## src/rtl/cmove_pkg.sv

```systemverilog
package cmove_pkg;
  typedef enum logic [1:0] {
    SRC_FCC  = 2'd0,
    SRC_ICC  = 2'd1,
    SRC_REG  = 2'd2,
    SRC_NONE = 2'd3
  } cmove_src_e;

  localparam int FCC_W     = 2;
  localparam int FCC_COUNT = 4;
  localparam int NIB_W     = 4;

  // Low bit of FP comparison field i inside the status word
  function automatic int fcc_lsb(input int i);
    return (i == 0) ? 10 : 30 + 2 * i;
  endfunction
endpackage

```

## src/rtl/cmove_fcc_eval.sv

```systemverilog
module cmove_fcc_eval
  import cmove_pkg::*;
#(
  parameter int STATUS_W = 64
) (
  input  logic [STATUS_W-1:0] status,
  input  logic [1:0]          sel,
  input  logic [2:0]          test,
  output logic                hit
);
  logic [FCC_W-1:0] field [FCC_COUNT];
  logic [FCC_W-1:0] code;

  for (genvar g = 0; g < FCC_COUNT; g++) begin : g_field
    assign field[g] = status[fcc_lsb(g) +: FCC_W];
  end

  assign code = field[sel];

  always_comb begin
    unique case (test)
      3'd0: hit = 1'b0;
      3'd1: hit = (code != 2'd0);
      3'd2: hit = (code == 2'd1) || (code == 2'd2);
      3'd3: hit = code[0];
      3'd4: hit = (code == 2'd1);
      3'd5: hit = code[1];
      3'd6: hit = (code == 2'd2);
      default: hit = (code == 2'd3);
    endcase
  end
endmodule

```

## src/rtl/cmove_icc_eval.sv

```systemverilog
module cmove_icc_eval
  import cmove_pkg::*;
#(
  parameter int FLAGS_W = 8
) (
  input  logic [FLAGS_W-1:0] flags,
  input  logic               wide,
  input  logic [2:0]         test,
  output logic               hit
);
  localparam int NIBS = FLAGS_W / NIB_W;

  logic [NIB_W-1:0] nib_arr [NIBS];
  logic [NIB_W-1:0] nib;
  logic n_f, z_f, v_f, c_f;

  for (genvar g = 0; g < NIBS; g++) begin : g_nib
    assign nib_arr[g] = flags[g*NIB_W +: NIB_W];
  end

  assign nib = wide ? nib_arr[NIBS-1] : nib_arr[0];
  assign {n_f, z_f, v_f, c_f} = nib;

  always_comb begin
    unique case (test)
      3'd0: hit = 1'b0;
      3'd1: hit = z_f;
      3'd2: hit = z_f | (n_f ^ v_f);
      3'd3: hit = n_f ^ v_f;
      3'd4: hit = z_f | c_f;
      3'd5: hit = c_f;
      3'd6: hit = n_f;
      default: hit = v_f;
    endcase
  end
endmodule

```

## src/rtl/cmove_reg_eval.sv

```systemverilog
module cmove_reg_eval #(
  parameter int DATA_W = 64,
  parameter int IDX_W  = 5
) (
  input  logic [IDX_W-1:0]  idx,
  input  logic [DATA_W-1:0] value,
  input  logic [1:0]        test,
  output logic              hit
);
  logic [DATA_W-1:0] opnd;
  logic              is_zero, is_neg;

  assign opnd    = (idx == '0) ? '0 : value;
  assign is_zero = (opnd == '0);
  assign is_neg  = opnd[DATA_W-1];

  always_comb begin
    unique case (test)
      2'd0: hit = 1'b0;
      2'd1: hit = is_zero;
      2'd2: hit = is_zero | is_neg;
      default: hit = is_neg;
    endcase
  end
endmodule

```

## src/rtl/cmove_cond_eval.sv

```systemverilog
module cmove_cond_eval
  import cmove_pkg::*;
#(
  parameter int  STATUS_W   = 64,
  parameter int  FLAGS_W    = 8,
  parameter int  DATA_W     = 64,
  parameter int  IDX_W      = 5,
  parameter bit  REGISTERED = 1'b1
) (
  input  logic                clk,
  input  logic                rst_n,
  input  logic                req_valid,
  output logic                req_ready,
  input  logic [1:0]          src_kind,
  input  logic [3:0]          cond,
  input  logic [1:0]          cc_sel,
  input  logic [STATUS_W-1:0] fp_status,
  input  logic [FLAGS_W-1:0]  int_flags,
  input  logic [IDX_W-1:0]    reg_idx,
  input  logic [DATA_W-1:0]   reg_value,
  output logic                res_valid,
  input  logic                res_ready,
  output logic                move_en
);
  logic hit_fcc, hit_icc, hit_reg, decision;
  cmove_src_e kind;

  assign kind = cmove_src_e'(src_kind);

  cmove_fcc_eval #(.STATUS_W(STATUS_W)) u_fcc (
    .status(fp_status), .sel(cc_sel), .test(cond[2:0]), .hit(hit_fcc)
  );

  cmove_icc_eval #(.FLAGS_W(FLAGS_W)) u_icc (
    .flags(int_flags), .wide(cc_sel[0]), .test(cond[2:0]), .hit(hit_icc)
  );

  cmove_reg_eval #(.DATA_W(DATA_W), .IDX_W(IDX_W)) u_reg (
    .idx(reg_idx), .value(reg_value), .test(cond[1:0]), .hit(hit_reg)
  );

  always_comb begin
    unique case (kind)
      SRC_FCC: decision = hit_fcc ^ cond[3];
      SRC_ICC: decision = hit_icc ^ cond[3];
      SRC_REG: decision = hit_reg ^ cond[2];
      default: decision = 1'b0;
    endcase
  end

  if (REGISTERED) begin : g_reg
    logic vld_q, en_q;

    assign req_ready = !vld_q || res_ready;

    always_ff @(posedge clk) begin
      if (!rst_n) begin
        vld_q <= 1'b0;
        en_q  <= 1'b0;
      end else if (req_ready) begin
        vld_q <= req_valid;
        if (req_valid) en_q <= decision;
      end
    end

    assign res_valid = vld_q;
    assign move_en   = en_q;

    // a stalled result is held unchanged
    a_r9_hold: assert property (@(posedge clk) disable iff (!rst_n)
      res_valid && !res_ready |=> res_valid && $stable(move_en));

    // an accepted request appears on the next cycle
    a_r10_accept: assert property (@(posedge clk) disable iff (!rst_n)
      req_valid && req_ready |=> res_valid);

    // code 0 never moves, for any source kind
    a_r6_never: assert property (@(posedge clk) disable iff (!rst_n)
      req_valid && req_ready && cond == 4'b0000 |=> !move_en);

    // code 8 always moves for the FP and integer sources
    a_r6_always: assert property (@(posedge clk) disable iff (!rst_n)
      req_valid && req_ready && cond == 4'b1000 &&
      (src_kind == 2'd0 || src_kind == 2'd1) |=> move_en);

    // register 0 satisfies the zero test whatever its value
    a_r8_zero_reg: assert property (@(posedge clk) disable iff (!rst_n)
      req_valid && req_ready && src_kind == 2'd2 && reg_idx == '0 &&
      cond[2:0] == 3'b001 |=> move_en);

    // no-source requests never enable a move
    a_r1_none: assert property (@(posedge clk) disable iff (!rst_n)
      req_valid && req_ready && src_kind == 2'd3 |=> !move_en);
  end else begin : g_comb
    assign req_ready = res_ready;
    assign res_valid = req_valid;
    assign move_en   = req_valid & decision;
  end
endmodule

```

## config.mk

```make
export PLATFORM = sky130hd
export DESIGN_NAME = cmove_cond_eval
export DESIGN_NICKNAME = d
export VERILOG_FILES = /design/src/rtl/cmove_pkg.sv /design/src/rtl/cmove_fcc_eval.sv /design/src/rtl/cmove_icc_eval.sv /design/src/rtl/cmove_reg_eval.sv /design/src/rtl/cmove_cond_eval.sv
export SDC_FILE = /design/constraint.sdc
export NUM_CORES = 1
export LEC_CHECK = 0
export BUFFER_PORTS_ARGS = -buffer_cell sky130_fd_sc_hd__buf_2
export CAP_MARGIN = 0
export CORE_AREA = 2 2 60 62
export CTS_CLUSTER_SIZE = 10
export DETAILED_ROUTE_END_ITERATION = 12
export DIE_AREA = 0 0 62 64
export PLACE_DENSITY = 0.75
export REMOVE_ABC_BUFFERS = 1
export SYNTH_ARGS = -nofsm -noshare
export SYNTH_HDL_FRONTEND = slang
export SYNTH_HIERARCHICAL = 1
export SYNTH_SLANG_ARGS = --single-unit
```

## constraint.sdc

```tcl
create_clock -name clk -period 4 [get_ports clk]
set_clock_uncertainty 0.15 [all_clocks]
set_input_delay 0.6 -clock clk [delete_from_list [all_inputs] [get_ports clk]]
set_output_delay 0.6 -clock clk [all_outputs]
set_load 0.02 [all_outputs]
```

==> results.md <==
* Status: finished, final reports clean
* Count of max-cap constraint violations at 0
* Hold path depth at 2
* Pin count of the biggest net entering global routing at 15
* Top cell type's share of synthesized area at between 10 and 15%
* Die width at 62 um
* Buffer levels on the longest clock path at 2
* Total congestion overflow at 0
* Worst hold start: res_valid$_SDFFE_PN0N_
* FF-to-FF path depth at 3
* Final standard cell count with taps included and fillers excluded at approximately 230
* Via count of the first global-routing pass at approximately 850
* Number of gates resized after CTS at 0
* Post-detailed-routing wire length at 2490 um
* Routed len/inst at 10.7 um
* Post-synthesis async set-or-reset flop share at 0%
* # setup viols final at 0
* Die boundary height at 64 um
* Most congested layer reported by global routing: met2
* GRT Overall Usage at 11.4%
* Clk Tree Root Cell: sky130_fd_sc_hd__clkbuf_4
* Flop-to-flop setup slack at 2.93 ns
* Worst hold path endpoint: res_valid$_SDFFE_PN0N_
* Number of nets at the end of the flow at 345
* Count of synthesis-stage warnings from yosys at 6
* Count of cell types in the netlist at 35
* Critical path class: input pin to flip-flop
* Setup TNS Final at 0 ns
* Last weighted congestion value of the routability-driven placer at 0.701
* Routed via count divided by cell count at 4.43
* Count of buffers inserted at the top-level ports at 99
* Core Area at 0.00328 mm2
* Register area share after synthesis at 6.23%
* TritonCTS clock tree: built
* Number of H-tree branching levels at 1
* Max Fanout on Critical Path at 4
* Number of placement rows at 21
* Worst relative slew slack at roughly 73%
* Share of the cycle needed by the critical path after routing at 66.8%
* Wire length of the first global-routing pass at 3510 um
* Required @ worst endpoint at 3.94 ns
* Number of buffers inserted for hold repair after clock tree synthesis at 0
* Most frequent cell after synthesis: sky130_fd_sc_hd__nor4_1
* Netlist Area Pre-Place at between 600 and 700 um2
* Antenna violations before repair at 0
* CTS clk-pin slew, worst paths at 0.03 ns
* Routed via count at just over 1,000
* FF/Latch Area at 40.0 um2
* Post-CTS setup-driven buffer insertion count at 0
* Post-detailed-route DRC marker count at 0
* Unrepaired setup endpoints after global routing: no
* Layout-stage area growth over the synthesis result at 89.5%
* Worst reg2reg path endpoint: move_en$_SDFFE_PN0P_
* Final critical-path required period at 2.67 ns
* Crit start category: input pin
* Most used standard cells in the synthesized netlist: sky130_fd_sc_hd__nor4_1 (14), sky130_fd_sc_hd__mux2i_1 (7), sky130_fd_sc_hd__a21oi_1 (6)
* Sink Count at 2
* WP data arrival at approximately 2.6 ns
* Fraction of layout cells with a size suffix above 1 at 58.6%
* Largest cells by area after synthesis: sky130_fd_sc_hd__nor4_1 (14%), sky130_fd_sc_hd__mux2i_1 (11%), sky130_fd_sc_hd__ha_1 (7.8%), sky130_fd_sc_hd__dfxtp_1 (6.2%), sky130_fd_sc_hd__a21oi_1 (4.7%)
* Number of nets still failing antenna checks after routing at 0
* Startpoint of the worst-slack reg-to-reg timing path: res_valid$_SDFFE_PN0N_
* Flip-flop and latch count after synthesis at 2
* Met1 routing resource usage after global routing at 15.9%
* Average cell area after synthesis at 7.66 um2
* Num CTS Buffers at 3
* Die Area at 0.00397 mm2
* Hold Crit Class: flip-flop to flip-flop
* PD cells at ~140 mW/mm2
* Boundary pin count at 156
* Starting utilization of the core area at between 10% and 20%
* Placed wire-length estimate at 2300 um
* Maximum ir drop on the vdd rail at 0.0455 mV
* Met2 track utilization from global routing at 18.2%
* Leak Pwr at 0.649 nW
* Hold Violations, Final at 0
* Later-pin clock latency in the skew report at approximately 0.22 ns
* DRC violation total after the first TritonRoute iteration at 12
* Number of enable-type register cells in the synthesized netlist at 0
* Post-synth top area cell: sky130_fd_sc_hd__nor4_1
* Placed insts at 229
* Number of pins with negative max-slew slack in the final report at 0
* Fraction of met3 tracks used by global routing at 2.83%
* Slew at the pin with the worst max-slew slack at 0.400 ns
* Main flop type after synthesis: sky130_fd_sc_hd__dfxtp_1
* Fillcell total at 355
* Iteration count of the initial detailed-routing pass at 4
* Total area of multi-input combinational cells at between 500 and 600 um2
* Number of antenna diodes at 0
* Syn Inst Count at 84
* Highest clock rate at 374 MHz
* Endpoint class of the critical path: flip-flop
## area by class of cell
type	instances	share of cell area [%]
multi-input cells	77	47.9
repair buffers	99	40.7
well taps	46	4.72
flip-flops and latches	2	3.29
clock buffers	3	1.85
inverters	5	1.54
## routing by layer
metal  wire length [um]  share of wire (%)  up-vias
li1                   -                  -      540
met1               1080                 43      411
met2               1000                 40       77
met3                405                 16        0
met4                  0                  0        0
met5                  0                  0        -
## sequential cells by signal, summed over array words and instances (netlist names)
register	flops
move_en	1
res_valid	1
## worst max path at each step
stage	cells after the start	startpoint	end
5_1_grt	12	cc_sel[1]	move_en$_SDFFE_PN0P_
3_5_place_dp	12	cc_sel[1]	move_en$_SDFFE_PN0P_
3_3_place_gp	8	reg_value[23]	move_en$_SDFFE_PN0P_
4_1_cts	12	cc_sel[1]	move_en$_SDFFE_PN0P_
2_1_floorplan	10	cc_sel[1]	move_en$_SDFFE_PN0P_
6_report	12	cc_sel[1]	move_en$_SDFFE_PN0P_
## report_power, final
group | switching (mW) | internal [mW]
Sequential | 0.00108 | 0.0217
Clock | 0.0105 | 0.0330
Combinational | 0.0433 | 0.0599
## cell usage in the layout (no fill, tap or decap), drive strengths merged, types with 3 or more instances in the layout
cell type   n
nand2       5
clkbuf      3
nand2b      4
nor4       15
mux2        3
ha          4
nor2b       3
buf        99
inv         5
nor2        3
mux2i       7
a21oi       6
nand4       4
## cell families after synthesis
kind of cell / after synthesis / synth area share, %
multiplexers: 11 / 20.2
buffers and inverters: 5 / 2.92
AND/OR/NAND/NOR: 41 / 39.3
flip-flops: 2 / 6.23
adder cells (fa/ha/maj): 4 / 7.78
XOR/XNOR: 4 / 5.45
AO/OA/AOI/OAI: 17 / 18.1
## worst max-delay path: stages
cell and delay [ns]:
sky130_fd_sc_hd__buf_2 0.14, sky130_fd_sc_hd__mux2_1 0.34, sky130_fd_sc_hd__o21ai_0 0.32, sky130_fd_sc_hd__inv_1 0.12, sky130_fd_sc_hd__ha_1 0.22, sky130_fd_sc_hd__a21oi_1 0.12, sky130_fd_sc_hd__a21oi_1 0.06, sky130_fd_sc_hd__o22ai_1 0.16
sky130_fd_sc_hd__a31oi_1 0.05, sky130_fd_sc_hd__mux2i_1 0.18, sky130_fd_sc_hd__mux2i_1 0.21, sky130_fd_sc_hd__a311oi_1 0.10
## through the flow
step | utilization, % | area, um2 | setup WS (ns) | total power, mW | hold slack (ns)
after global routing | 37.1 | 1220 | 1.05 | 0.190 | 0.385
after floorplan | - | 643 | 1.49 | 0.0661 | 0.430
after detailed placement | 36.4 | 1200 | 1.10 | 0.127 | 0.361
after global placement | 36.4 | 1200 | 1.14 | 0.125 | 0.351
final | 37.1 | 1220 | 1.33 | 0.169 | 0.361
after CTS | 37.1 | 1220 | 1.31 | 0.173 | 0.365
No activity file was read; power rests on OpenSTA's default activity.
